`src/rtl/interval_timer_pkg.sv`:
```
package interval_timer_pkg;
  localparam int unsigned ADDR_W = 2;
  localparam int unsigned NUM_REQ = 2;
  localparam int unsigned REQ_HI = 0;
  localparam int unsigned REQ_LO = 1;
  localparam int unsigned CTRL_RUN = 0;
  localparam int unsigned CTRL_UNMASK_LSB = 1;

  typedef enum logic [ADDR_W-1:0] {
    SEL_CTRL     = 2'd0,
    SEL_PERIOD   = 2'd1,
    SEL_COUNT    = 2'd2,
    SEL_PEND_CLR = 2'd3
  } reg_sel_e;
endpackage

```
`src/rtl/tmr_regs.sv`:
```
module tmr_regs
  import interval_timer_pkg::*;
#(
  parameter int unsigned WIDTH = 32
) (
  input  logic               clk_i,
  input  logic               rst_ni,
  input  logic               we_i,
  input  logic [ADDR_W-1:0]  addr_i,
  input  logic [WIDTH-1:0]   wdata_i,
  output logic               run_o,
  output logic [NUM_REQ-1:0] unmask_o,
  output logic [WIDTH-1:0]   period_o,
  output logic               cnt_load_o,
  output logic [NUM_REQ-1:0] pend_clr_o
);
  reg_sel_e sel;
  assign sel = reg_sel_e'(addr_i);

  always_ff @(posedge clk_i or negedge rst_ni) begin
    if (!rst_ni) begin
      run_o    <= 1'b0;
      unmask_o <= '0;
      period_o <= '0;
    end else if (we_i) begin
      if (sel == SEL_CTRL) begin
        run_o    <= wdata_i[CTRL_RUN];
        unmask_o <= wdata_i[CTRL_UNMASK_LSB +: NUM_REQ];
      end
      if (sel == SEL_PERIOD) period_o <= wdata_i;
    end
  end

  assign cnt_load_o = we_i && (sel == SEL_COUNT);
  assign pend_clr_o = (we_i && (sel == SEL_PEND_CLR)) ? wdata_i[NUM_REQ-1:0] : '0;
endmodule

```
`src/rtl/tmr_counter.sv`:
```
module tmr_counter #(
  parameter int unsigned WIDTH = 32
) (
  input  logic             clk_i,
  input  logic             rst_ni,
  input  logic             run_i,
  input  logic             load_i,
  input  logic [WIDTH-1:0] load_val_i,
  input  logic [WIDTH-1:0] period_i,
  output logic [WIDTH-1:0] count_o,
  output logic             tick_o,
  output logic             expiry_o
);
  localparam logic [WIDTH-1:0] ONE = WIDTH'(1);

  assign tick_o = run_i && (count_o == '0);

  always_ff @(posedge clk_i or negedge rst_ni) begin
    if (!rst_ni) begin
      count_o  <= '0;
      expiry_o <= 1'b0;
    end else begin
      expiry_o <= tick_o;
      if (run_i) count_o <= tick_o ? period_i : count_o - ONE;
      else if (load_i) count_o <= load_val_i;  // preload only while stopped
    end
  end
endmodule

```
`src/rtl/tmr_req.sv`:
```
module tmr_req #(
  parameter int unsigned NUM = 2
) (
  input  logic           clk_i,
  input  logic           rst_ni,
  input  logic           tick_i,
  input  logic [NUM-1:0] unmask_i,
  input  logic [NUM-1:0] clr_i,
  output logic [NUM-1:0] req_o,
  output logic [NUM-1:0] pend_o
);
  for (genvar k = 0; k < NUM; k++) begin : g_req
    logic fire;
    assign fire = tick_i && unmask_i[k];
    always_ff @(posedge clk_i or negedge rst_ni) begin
      if (!rst_ni) begin
        req_o[k]  <= 1'b0;
        pend_o[k] <= 1'b0;
      end else begin
        req_o[k]  <= fire;
        pend_o[k] <= fire || (pend_o[k] && !clr_i[k]);  // set wins
      end
    end
  end
endmodule

```
`src/rtl/interval_timer.sv`:
```
module interval_timer
  import interval_timer_pkg::*;
#(
  parameter int unsigned WIDTH = 32
) (
  input  logic               clk_i,
  input  logic               rst_ni,
  input  logic               we_i,
  input  logic [ADDR_W-1:0]  addr_i,
  input  logic [WIDTH-1:0]   wdata_i,
  output logic [WIDTH-1:0]   count_o,
  output logic               expiry_o,
  output logic               irq_hi_o,
  output logic               irq_lo_o,
  output logic [NUM_REQ-1:0] pend_o
);
  logic               run_w;
  logic [NUM_REQ-1:0] unmask_w;
  logic [WIDTH-1:0]   period_w;
  logic               cnt_load_w;
  logic [NUM_REQ-1:0] clr_w;
  logic               tick_w;
  logic [NUM_REQ-1:0] req_w;

  tmr_regs #(.WIDTH(WIDTH)) u_regs (
    .clk_i      (clk_i),
    .rst_ni     (rst_ni),
    .we_i       (we_i),
    .addr_i     (addr_i),
    .wdata_i    (wdata_i),
    .run_o      (run_w),
    .unmask_o   (unmask_w),
    .period_o   (period_w),
    .cnt_load_o (cnt_load_w),
    .pend_clr_o (clr_w)
  );

  tmr_counter #(.WIDTH(WIDTH)) u_cnt (
    .clk_i      (clk_i),
    .rst_ni     (rst_ni),
    .run_i      (run_w),
    .load_i     (cnt_load_w),
    .load_val_i (wdata_i),
    .period_i   (period_w),
    .count_o    (count_o),
    .tick_o     (tick_w),
    .expiry_o   (expiry_o)
  );

  tmr_req #(.NUM(NUM_REQ)) u_req (
    .clk_i    (clk_i),
    .rst_ni   (rst_ni),
    .tick_i   (tick_w),
    .unmask_i (unmask_w),
    .clr_i    (clr_w),
    .req_o    (req_w),
    .pend_o   (pend_o)
  );

  assign irq_hi_o = req_w[REQ_HI];
  assign irq_lo_o = req_w[REQ_LO];
endmodule

```
`config.mk`:
```
export PLATFORM = sky130hd
export DESIGN_NAME = interval_timer
export DESIGN_NICKNAME = d
export VERILOG_FILES = /design/src/rtl/interval_timer_pkg.sv /design/src/rtl/tmr_regs.sv /design/src/rtl/tmr_counter.sv /design/src/rtl/tmr_req.sv /design/src/rtl/interval_timer.sv
export SDC_FILE = /design/constraint.sdc
export NUM_CORES = 1
export LEC_CHECK = 0
export ABC_AREA = 1
export BUFFER_PORTS_ARGS = -buffer_cell sky130_fd_sc_hd__buf_4
export CAP_MARGIN = 20
export CELL_PAD_IN_SITES_DETAIL_PLACEMENT = 1
export CELL_PAD_IN_SITES_GLOBAL_PLACEMENT = 1
export CORE_ASPECT_RATIO = 1.5
export CORE_MARGIN = 2
export CORE_UTILIZATION = 41
export DETAILED_ROUTE_END_ITERATION = 8
export GPL_TIMING_DRIVEN = 1
export PLACE_DENSITY_LB_ADDON = 0.1
export SYNTH_ARGS = -nofsm -noshare
export SYNTH_HDL_FRONTEND = slang
export SYNTH_SLANG_ARGS = --single-unit
export TNS_END_PERCENT = 50
```
`constraint.sdc`:
```
create_clock -name clk_i -period 2.33 [get_ports clk_i]
set_clock_uncertainty 0.15 [all_clocks]
set_input_delay 0.1165 -clock clk_i [delete_from_list [all_inputs] [get_ports clk_i]]
set_output_delay 0.1165 -clock clk_i [all_outputs]
set_load 0.1 [all_outputs]
```
==> impl_metrics.tcl <==
set metrics [dict create \
    net-switching-power_uw 3390 \
    p_seq_frac 0.278 \
    utilization 0.567 \
    slowest_stage "sky130_fd_sc_hd__dfrtp_1" \
    crit_start "u_cnt.count_o[10]" \
    max-slew-margin-rel 0.477 \
    io-pin-count 74 \
    rsz_0062_raised_after_global_routing "yes" \
    timing.critical_path.arrival_ns 2.26 \
    grt_start_max_net_pins 42 \
    drt_pass1_iterations 4 \
    initial_core_util 0.421 \
    num_vias 4427 \
    antenna_violations_before_repair 0 \
    clock-sinks 72 \
    clock_power_share 0.211 \
    critical_path.n_buffers_inverters 1 \
    gate_count_after_technology_mapping 586 \
    setup_ws_ns 0.130 \
    min_period_over_period 0.944 \
    synth_enable_flop_cells 0 \
    power.static_leakage_uw 0.00275 \
    finalWeightedCongestion 0.903 \
    antenna_left 0 \
    fin_area_um2 5720 \
    syn-cell-area_um2 4240 \
    finalHoldViolCount 0 \
    yosys_most_used_dff "sky130_fd_sc_hd__dfrtp_1" \
    layout.cells.most_common_list "sky130_fd_sc_hd__nand2_1 (126), sky130_fd_sc_hd__buf_4 (102), sky130_fd_sc_hd__nor2_1 (91)" \
    layout-area-overhead-vs-synth_pct 34.8 \
    mostFrequentLayoutCell "sky130_fd_sc_hd__nand2_1" \
    cp_data_required_time_ns 2.39 \
    drive_gt1_frac 0.208 \
    clk_root_buffer_cell "sky130_fd_sc_hd__clkbuf_16" \
    htreeDepth 3 \
    max_freq_mhz 454 \
    worst_setup_path_start_kind "flip-flop" \
    worst_skew_pair.late_latency_ns 0.34 \
    final_max_slew_viol_count 0 \
    path_clk_slew_ns 0.06 \
    layout.filler_cells 1278 \
    setup-violations-final 0 \
    rr_endpoint "u_cnt.count_o[4]" \
    avg_cell_area_syn_um2 7.24 \
    async_flop_share 1.00 \
    min-delay-path-class "primary input to flip-flop" \
    critPathTopFamily "simple AND/OR/NAND/NOR gates" \
    run_status "finished, final reports clean" \
    placeable_core_region_um2 10100 \
    detailed_place.area_um2 5060 \
    place.port_buffers 73 \
    row_count 45 \
    min_delay_path_depth 4 \
    post-route-drc-count 0 \
    die-area_um2 11200 \
    cts-buffers-inserted 9 \
    vias_in_the_first_global_route 4833 \
    grt_usage 0.275 \
    design.final.nets 748 \
    worst-setup-path-type "flip-flop to flip-flop" \
    syn-num-nets 624 \
    crit_chain "nor2_1 > nand2_1 > nor2_1 > nand2_2 > nor2_4 > nand2_8 > buf_4 > o21bai_1 > a22oi_1" \
    holdPathEnd "u_req.pend_o[0]" \
    post_drt_wl_per_cell_um 17.6 \
    place_hpwl_um 10600 \
    power_density_nw_per_um2 1180 \
    setup.reg_to_reg.worst_slack_ns 0.13 \
    vias_per_cell 5.32 \
    clock_tree.buffer_depth 2 \
    post_layout_nonfiller_instances 832 \
    tritoncts "built" \
    yosysUniqueCellTypes 36 \
    place_inst 782 \
    ir_worst_vdd_mv 0.787 \
    cp_common_cell "sky130_fd_sc_hd__nor2_1" \
    worst_slew_pin_slew_ns 0.783 \
    routed_wirelength_um 14600 \
    globalRouteOverflowTotal 0 \
    grt_pass1_wl_um 23800 \
    ys_seq_elements 72 \
    dieHeight_um 129 \
    cp_slowest_stage_delay_ns 0.39 \
    internal_power_uw 3340 \
    reg2reg_depth 9 \
    timing.hold.worst.start "addr_i[0]" \
    critPathMaxFanout 15 \
    post-route-min-period_ns 2.20 \
    total_number_of_yosys_warnings 0 \
    detail_route.iter0.violations 151 \
    antenna-diode-count 0 \
    sequential_cell_area_fraction_in_the_yosys_report 0.425 \
    timing.critical_path.to_type "flip-flop" \
    swShare 0.504 \
    die_w_um 87.0 \
    comb_power_share 0.511 \
    max-cap-violations 0 \
    pre_cts_slack_ns 0.0698 \
    worst_r2r_startpoint "u_cnt.count_o[10]" \
    setup_total_negative_slack_ns 0 \
]
how the worst max path moves through the flow:
stage | slack, ns | end | cells after the start
floorplan | 0.001 | u_cnt.count_o[11] | 12
global placement | 0.13 | u_cnt.count_o[14] | 11
detailed placement | 0.07 | u_cnt.count_o[28] | 11
CTS | 0.04 | u_cnt.count_o[28] | 11
global route | -0.03 | u_cnt.count_o[1] | 11
finish | 0.13 | u_cnt.count_o[4] | 9
kinds of logic after synthesis:
logic type                 Yosys count  synth area share
adders and majority gates            1           0.00295
buffers and inverters               98            0.0918
xor gates and xnor gates            13            0.0269
and+or+nand+nor                    282             0.291
DFF                                 72             0.425
AOI/OAI and AO/OA                  113             0.144
muxes                                7            0.0186
what timing repair did:
action | in CTS | in global routing
hold buffers | 33 | 0
endpoints found under the setup margin | 0 | 17
endpoints found under the hold margin | 88 | 0
gates resized for setup | 0 | 3
buffers inserted | 0 | 1
power by group through the flow:
stage | sequential (uW) | clock [uW] | combinational, uW
final | 1870 | 1420 | 3440
after global routing | 1910 | 1490 | 3670
after CTS | 1870 | 1440 | 3450
after detailed placement | 1890 | 0 | 3390
after global placement | 1880 | 0 | 3320
after floorplan | 3340 | 0 | 916
registers in the layout, summed over array words and instances (netlist names):
signal / count
u_cnt.count_o: 32
u_regs.period_o: 32
u_regs.unmask_o: 2
u_req.pend_o: 2
u_req.req_o: 2
u_cnt.expiry_o: 1
u_regs.run_o: 1
Yosys cell counts, drive strengths merged (2+ instances only):
cell,count,area share
o22ai,10,0.015
a22oi,2,0.0035
o21ai,61,0.073
nand3,40,0.047
nand3b,5,0.012
dfrtp,72,0.42
xor2,9,0.019
nor2,99,0.097
inv,75,0.066
or2,3,0.0044
nor3,2,0.0062
buf,6,0.010
nand4,4,0.0074
clkbuf,17,0.015
mux2,7,0.019
nand2,129,0.12
xnor2,4,0.0083
a21oi,37,0.047
metrics by stage:
step / hold slack [ns] / power, uW
after floorplan: -0.329 / 4260
after CTS: 0.0148 / 6760
after detailed placement: -0.00236 / 5280
after global placement: -0.0129 / 5200
after global routing: 0.0521 / 7060
final: 0.0250 / 6740
area by class of cell:
class	count	area (um^2)	area share
multi-input cells	416	2060	0.361
flip-flops and latches	72	1800	0.315
repair buffers	136	1120	0.195
inverters	75	284	0.0497
clock buffers	14	264	0.0462
well taps	117	146	0.0256
clock inverters	2	38.8	0.00679
metal layers:
metal	wire, um	GRT usage	vias to the layer above
li1	-	-	2115
met1	5880	0.317	2184
met2	7840	0.494	102
met3	556	0.0513	26
met4	333	0.108	0
met5	0	0	-
worst reg2reg max path, cell delays in order, from the launching register on:
cell and delay, ns:
sky130_fd_sc_hd__dfrtp_1 0.39, sky130_fd_sc_hd__nor2_1 0.30, sky130_fd_sc_hd__nand2_1 0.15, sky130_fd_sc_hd__nor2_1 0.17
sky130_fd_sc_hd__nand2_2 0.09, sky130_fd_sc_hd__nor2_4 0.22, sky130_fd_sc_hd__nand2_8 0.16, sky130_fd_sc_hd__buf_4 0.21
sky130_fd_sc_hd__o21bai_1 0.14, sky130_fd_sc_hd__a22oi_1 0.11
Note: power is estimated with default switching activity, not from simulation.
